$ cat config.mk
export PLATFORM = sky130hd
export DESIGN_NAME = tmr_pair
export DESIGN_NICKNAME = d
export VERILOG_FILES = /design/src/rtl/tmr_pkg.sv /design/src/rtl/tmr_enable.sv /design/src/rtl/tmr_core.sv /design/src/rtl/tmr_pair.sv
export SDC_FILE = /design/constraint.sdc
export NUM_CORES = 1
export LEC_CHECK = 0
export BUFFER_PORTS_ARGS = -buffer_cell sky130_fd_sc_hd__buf_2
export CORE_MARGIN = 2
export CORE_UTILIZATION = 35
export DETAILED_ROUTE_END_ITERATION = 10
export GPL_TIMING_DRIVEN = 0
export SLEW_MARGIN = 20
export SYNTH_ARGS = -nofsm -noshare
export SYNTH_HDL_FRONTEND = slang
export SYNTH_SLANG_ARGS = --single-unit
$ cat constraint.sdc
create_clock -name clk -period 5.67 [get_ports clk]
set_input_delay 1.134 -clock clk [delete_from_list [all_inputs] [get_ports clk]]
set_output_delay 1.134 -clock clk [all_outputs]
set_load 0.005 [all_outputs]
$ cat src/rtl/tmr_pkg.sv
package tmr_pkg;

    localparam int DW     = 8;   // count register width
    localparam int PRE_W  = 5;   // prescaler bits of the 13-bit mode
    localparam int NT     = 2;   // number of timers
    localparam int AW     = 3;   // register address width
    localparam int NIB    = 4;   // mode bits per timer
    localparam int CW     = 2 * DW;

    typedef enum logic [1:0] {
        MD_13    = 2'b00,
        MD_16    = 2'b01,
        MD_RLD   = 2'b10,
        MD_SPLIT = 2'b11
    } tmode_e;

    typedef struct packed {
        logic [DW-1:0] hi;
        logic [DW-1:0] lo;
    } tcount_t;

    localparam logic [AW-1:0] A_CTRL = AW'(0);
    localparam logic [AW-1:0] A_MODE = AW'(1);

    // control register bit positions
    localparam int RUN0 = 4;
    localparam int OVF0 = 5;
    localparam int RUN1 = 6;
    localparam int OVF1 = 7;

    // mode nibble bit positions
    localparam int GATE_BIT = 3;

    function automatic logic [AW-1:0] lo_addr(input int idx);
        return AW'(2 + 2 * idx);
    endfunction

    function automatic logic [AW-1:0] hi_addr(input int idx);
        return AW'(3 + 2 * idx);
    endfunction

endpackage

$ cat src/rtl/tmr_enable.sv
module tmr_enable (
    input  logic tick,
    input  logic run,
    input  logic gate_en,
    input  logic pin,
    output logic go,
    output logic adv
);
    // go: strobe present and gate condition met; adv additionally needs run
    always_comb begin
        go  = tick && (!gate_en || pin);
        adv = go && run;
    end
endmodule

$ cat src/rtl/tmr_core.sv
module tmr_core
    import tmr_pkg::*;
#(
    parameter bit SPLIT_OK = 1'b1
) (
    input  logic          clk,
    input  logic          rst,
    input  tmode_e        mode,
    input  logic          adv,
    input  logic          adv_hi,
    input  logic          wr_lo,
    input  logic          wr_hi,
    input  logic [DW-1:0] wdata,
    output tcount_t       cnt,
    output logic          ovf_lo,
    output logic          ovf_hi
);
    tcount_t         nxt;
    logic [CW-1:0]   wide_inc;
    logic [PRE_W-1:0] pre_inc;

    always_comb begin
        wide_inc = {cnt.hi, cnt.lo} + CW'(1);
        pre_inc  = cnt.lo[PRE_W-1:0] + PRE_W'(1);
    end

    always_comb begin
        nxt    = cnt;
        ovf_lo = 1'b0;
        ovf_hi = 1'b0;
        unique case (mode)
            MD_13: begin
                if (adv) begin
                    nxt.lo = {{(DW-PRE_W){1'b0}}, pre_inc};
                    if (&cnt.lo[PRE_W-1:0]) begin
                        nxt.hi = cnt.hi + DW'(1);
                        ovf_lo = &cnt.hi;
                    end
                end
            end
            MD_16: begin
                if (adv) begin
                    {nxt.hi, nxt.lo} = wide_inc;
                    ovf_lo = &{cnt.hi, cnt.lo};
                end
            end
            MD_RLD: begin
                if (adv) begin
                    if (&cnt.lo) begin
                        nxt.lo = cnt.hi;
                        ovf_lo = 1'b1;
                    end else begin
                        nxt.lo = cnt.lo + DW'(1);
                    end
                end
            end
            MD_SPLIT: begin
                if (SPLIT_OK) begin
                    if (adv) begin
                        nxt.lo = cnt.lo + DW'(1);
                        ovf_lo = &cnt.lo;
                    end
                    if (adv_hi) begin
                        nxt.hi = cnt.hi + DW'(1);
                        ovf_hi = &cnt.hi;
                    end
                end
            end
            default: nxt = cnt;
        endcase
        if (wr_lo) nxt.lo = wdata;
        if (wr_hi) nxt.hi = wdata;
    end

    always_ff @(posedge clk) begin
        if (rst) cnt <= '0;
        else     cnt <= nxt;
    end
endmodule

$ cat src/rtl/tmr_pair.sv
module tmr_pair
    import tmr_pkg::*;
(
    input  logic          clk,
    input  logic          rst,
    input  logic          wr_en,
    input  logic [AW-1:0] wr_addr,
    input  logic [DW-1:0] wr_data,
    input  logic [AW-1:0] rd_addr,
    output logic [DW-1:0] rd_data,
    input  logic          cnt_tick,
    input  logic [NT-1:0] gate_pin,
    output logic [NT-1:0] ovf_flag
);
    logic [DW-1:0] ctrl_q, ctrl_d;
    logic [DW-1:0] mode_q;
    logic [DW-1:0] lo_q [NT];
    logic [DW-1:0] hi_q [NT];
    logic [NT-1:0] go, adv, adv_hi, ovf_lo, ovf_hi;
    tmode_e        tmode [NT];
    logic          t0_split;
    logic          set0, set1;

    assign t0_split = (tmode[0] == MD_SPLIT);

    for (genvar i = 0; i < NT; i++) begin : g_tmr
        tcount_t cnt;

        assign tmode[i] = tmode_e'(mode_q[NIB*i +: 2]);

        tmr_enable u_en (
            .tick    (cnt_tick),
            .run     (ctrl_q[RUN0 + 2*i]),
            .gate_en (mode_q[NIB*i + GATE_BIT]),
            .pin     (gate_pin[i]),
            .go      (go[i]),
            .adv     (adv[i])
        );

        if (i == 0) begin : g_hi_borrow
            assign adv_hi[i] = go[i] && ctrl_q[RUN1];
        end else begin : g_hi_none
            assign adv_hi[i] = 1'b0;
        end

        tmr_core #(.SPLIT_OK(i == 0)) u_core (
            .clk    (clk),
            .rst    (rst),
            .mode   (tmode[i]),
            .adv    (adv[i]),
            .adv_hi (adv_hi[i]),
            .wr_lo  (wr_en && (wr_addr == lo_addr(i))),
            .wr_hi  (wr_en && (wr_addr == hi_addr(i))),
            .wdata  (wr_data),
            .cnt    (cnt),
            .ovf_lo (ovf_lo[i]),
            .ovf_hi (ovf_hi[i])
        );

        assign lo_q[i] = cnt.lo;
        assign hi_q[i] = cnt.hi;
    end

    // flag sources: timer 1's flag goes to timer 0's high half while split
    always_comb begin
        set0 = ovf_lo[0];
        set1 = t0_split ? ovf_hi[0] : ovf_lo[1];
    end

    always_comb begin
        ctrl_d = (wr_en && wr_addr == A_CTRL) ? wr_data : ctrl_q;
        if (set0) ctrl_d[OVF0] = 1'b1;
        if (set1) ctrl_d[OVF1] = 1'b1;
    end

    always_ff @(posedge clk) begin
        if (rst) begin
            ctrl_q <= '0;
            mode_q <= '0;
        end else begin
            ctrl_q <= ctrl_d;
            if (wr_en && wr_addr == A_MODE) mode_q <= wr_data;
        end
    end

    always_comb begin
        rd_data = '0;
        if (rd_addr == A_CTRL) rd_data = ctrl_q;
        if (rd_addr == A_MODE) rd_data = mode_q;
        for (int k = 0; k < NT; k++) begin
            if (rd_addr == lo_addr(k)) rd_data = lo_q[k];
            if (rd_addr == hi_addr(k)) rd_data = hi_q[k];
        end
    end

    assign ovf_flag = {ctrl_q[OVF1], ctrl_q[OVF0]};
endmodule

==> key figures <==
Floorplanning
  – Core ar.: 0.00982 sq mm
  – DIE WIDTH: 105 microns
  – DIE AREA: 0.0110 sq mm
  – Starting Density: 0.362
  – # rows: 36
  – Die outline height: 105 microns
  – # IOs: 30

STA
  – Worst relative slew slack: 0.381
  – Final setup violation count: 0
  – Slew of the pin with the lowest slew margin: 0.921 ns
  – Max Freq: 265 MHz
  – Final min period: 3.77 ns
  – Period utilisation layout: 0.666
  – Unrepaired setup endpoints after global routing: false
  – Max Slew Vio Count: 0
  – Setup slack after layout: 1.90 ns
  – Final-report hold violation count: 0
  – Skew final: 0.00730 ns
  – Final setup TNS: 0 ns

Logic synthesis
  – Synthesis-stage register bit count: 48
  – Synth Net Count: 492
  – Asr flop ratio synth: 0
  – Netlist cell types: 69
  – Synthesized instance count: 457
  – Mean Syn Cell Area: 7.78 sq um
  – Synth warnings: 0
  – Number of synthesized flops with an enable pin: 0
  – Yosys top cell area share: 0.270
  – Synth area leaders: dfxtp_1 27%, nand2_1 6.9%, mux2i_1 5.6%
  – Most used DFF post-synth: dfxtp_1
  – Register area share after synthesis: 0.270
  – Synth area leader: dfxtp_1
  – Syn Std Cell Area: 0.00356 sq mm

Detailed routing
  – Vias per cell: 5.84
  – First-pass DRT Iterations: 5
  – Drt wl/cell: 18.8 microns
  – Detailed-route via count: 3646
  – Highest metal used: met4
  – Antenna-violating nets left: 0
  – DR DRC count: 0
  – WL final: 11.7 mm
  – DR iter-0 viols: 344
  – Met1 wire length: 5.49 mm
  – Met3 wire len: 827 microns
  – Met2 wire len: 5.15 mm

Finish
  – P&R area growth vs syn: 11.4%
  – Post-route cell area: 0.00396 sq mm
  – Fraction of layout cells with a size suffix above 1: 0.149
  – N_diodes: 0
  – Layout Nets: 525

Clock network
  – Clock Sinks: 48
  – CTS buffer count: 5
  – # resized after CTS: 0
  – CTS max path bufs: 2
  – Setup Buffers After CTS: 0
  – CTS H-Tree Depth: 2
  – Worst skew pair latency: 0.31 ns
  – Reg clk slew, reported paths: 0.10 ns
  – CTS tree: built
  – Post-CTS Hold Fix Bufs: 0
  – Clk root buf: clkbuf_8

Setup path
  – Worst Path Max Fanout: 10
  – Type of origin of the critical path: input port
  – Capturing point of the worst reg2reg path: g_tmr[0].u_core.cnt[14]$_SDFFE_PP0P_
  – Crit end category: output pin
  – Critical path class: in2out
  – CP Launch Point: rd_addr[1]
  – Worst r2r src: g_tmr[0].u_core.cnt[0]$_SDFFE_PP0P_
  – Crit-path cells: buf_2 > clkbuf_1 > nor3b_1 > nand2_1 > o221ai_1 > buf_2
  – Worst endpoint required time: 4.54 ns
  – Max stage delay cell, worst path: nor3b_1
  – Most frequent CP cell: buf_2
  – Reg2Reg Depth: 10
  – Worst stage delay on the critical path: 0.65 ns
  – Flop-to-flop setup slack: 3.02 ns
  – Worst path arrival time: 2.64 ns

Placed design
  – Placed standard-cell area: 0.00385 sq mm
  – GPL Wtd Cong: 0.978
  – Pre-CTS WS: 1.91 ns
  – IO buf count: 26
  – Hpwl dp: 8.92 mm

Power and ir drop
  – Switching share of power: 0.286
  – Int Pwr: 0.000518 W
  – Combinational power share: 0.142
  – Clock power share: 0.353
  – P_leak: 1.40 nW
  – Switching power: 0.000208 W
  – Pwr dens: 183 mW/mm^2
  – Sequential share of power: 0.505
  – Worst VDD drop: 0.000140 V

Global routing
  – Antenna violations before repair: 0
  – First-pass GRT wire length: 18.5 mm
  – Grt ovf: 0
  – Largest net degree at the start of global routing: 15
  – Vias in the first global route: 3323
  – Global Route Usage Sum: 0.216

Hold path
  – WHS Endpoint: ctrl_q[2]$_SDFFE_PP0P_
  – WHS Path Cells: 2
  – Worst hold path class: reg2reg
  – Hold_sp: ctrl_q[2]$_SDFFE_PP0P_

Outcome
  – Outcome: complete, no violations

Flow run
  – Max-cap viol count: 0
-- power by group through the flow --
stage | Combinational, W | Clock [W] | Sequential, W
after floorplan | 0.0000653 | 0 | 0.000367
final | 0.000103 | 0.000256 | 0.000366
after CTS | 0.000102 | 0.000262 | 0.000366
after global placement | 0.000100 | 0 | 0.000374
after global routing | 0.000114 | 0.000272 | 0.000368
after detailed placement | 0.000102 | 0 | 0.000374
-- Yosys cell counts (all sizes together), types with 2 or more instances --
master	number
nand2	66
dfxtp	48
nor2	44
a21oi	33
mux2i	20
nand3	19
buf	17
nor3	17
a211oi	16
ha	15
inv	15
clkbuf	14
o21ai	14
xnor2	10
a221oi	8
nor4	8
o221ai	8
o22ai	8
a31oi	7
nand4	7
or3	6
and3	5
nor3b	5
xor2	5
nand2b	4
a21o	3
a32o	3
and4	3
nor2b	3
o2111ai	3
a22oi	2
mux2	2
o21a	2
o31a	2
o31ai	2
or2	2
-- logic make-up (layout without fill, tap and decap cells) --
kind of cell / count (synthesis) / after routing / share of synthesized area
buf+inv: 46 / 80 / 0.0605
simple gates: 192 / 192 / 0.273
mux: 23 / 23 / 0.0689
flops: 48 / 48 / 0.270
xor+xnor: 15 / 15 / 0.0369
fa+ha+maj: 15 / 15 / 0.0528
compound gates: 118 / 118 / 0.238
-- final cells by class --
type,instances,area [sq um]
Clock inverter,2,35.0
Buffer,31,159
Tap cell,133,166
Sequential cell,48,961
Clock buffer,6,72.6
Timing Repair Buffer,26,130
Multi-Input combinational cell,363,2380
Fill cell,1073,5860
Inverter,15,56.3
-- per-stage QoR --
| stage | hold WS [ns] | instances | utilization | power (W) |
|---|---|---|---|---|
| 3_5_place_dp | 0.446 | 616 | 0.392 | 0.000475 |
| 5_1_grt | 0.483 | 624 | 0.403 | 0.000754 |
| 6_report | 0.460 | 624 | 0.403 | 0.000725 |
| 3_3_place_gp | 0.440 | 616 | 0.392 | 0.000474 |
| 4_1_cts | 0.460 | 624 | 0.403 | 0.000730 |
| 2_1_floorplan | 0.433 | 457 | - | 0.000432 |
-- critical path: cells and delay by family --
kind,cells,cell delay [ns]
AO/OA/AOI/OAI,1,0.15
AND/OR/NAND/NOR,2,0.80
buffers and inverters,3,0.56
-- layer usage --
metal,global-route usage,vias up
li1,-,1747
met1,0.307,1744
met2,0.332,134
met3,0.0412,21
met4,0.0619,0
met5,0,-
-- flip-flops by register name (all words and copies together), names as in the netlist --
signal / count
mode_q: 8
ctrl_q: 8
g_tmr.u_core.cnt: 32
-- how the worst max path moves through the flow --
stage,to,cells after the start,slack (ns)
4_1_cts,rd_data[2],6,1.90
5_1_grt,rd_data[2],6,1.64
3_3_place_gp,rd_data[2],6,1.95
3_5_place_dp,rd_data[2],6,1.91
2_1_floorplan,rd_data[4],6,2.42
6_report,rd_data[2],6,1.90
-- placed cells by master, fill, tap and decap left out, drive strengths merged, types with 5 or more instances in the layout --
cell type,count
o21ai,14
a211oi,16
nor3,17
nand4,7
xor2,5
a21oi,33
or3,6
dfxtp,48
inv,15
nor4,8
nand3,19
ha,15
xnor2,10
buf,43
nor2,44
o22ai,8
clkbuf,20
mux2i,20
a31oi,7
nor3b,5
and3,5
o221ai,8
nand2,66
a221oi,8
(Power assumes the default switching activity.)
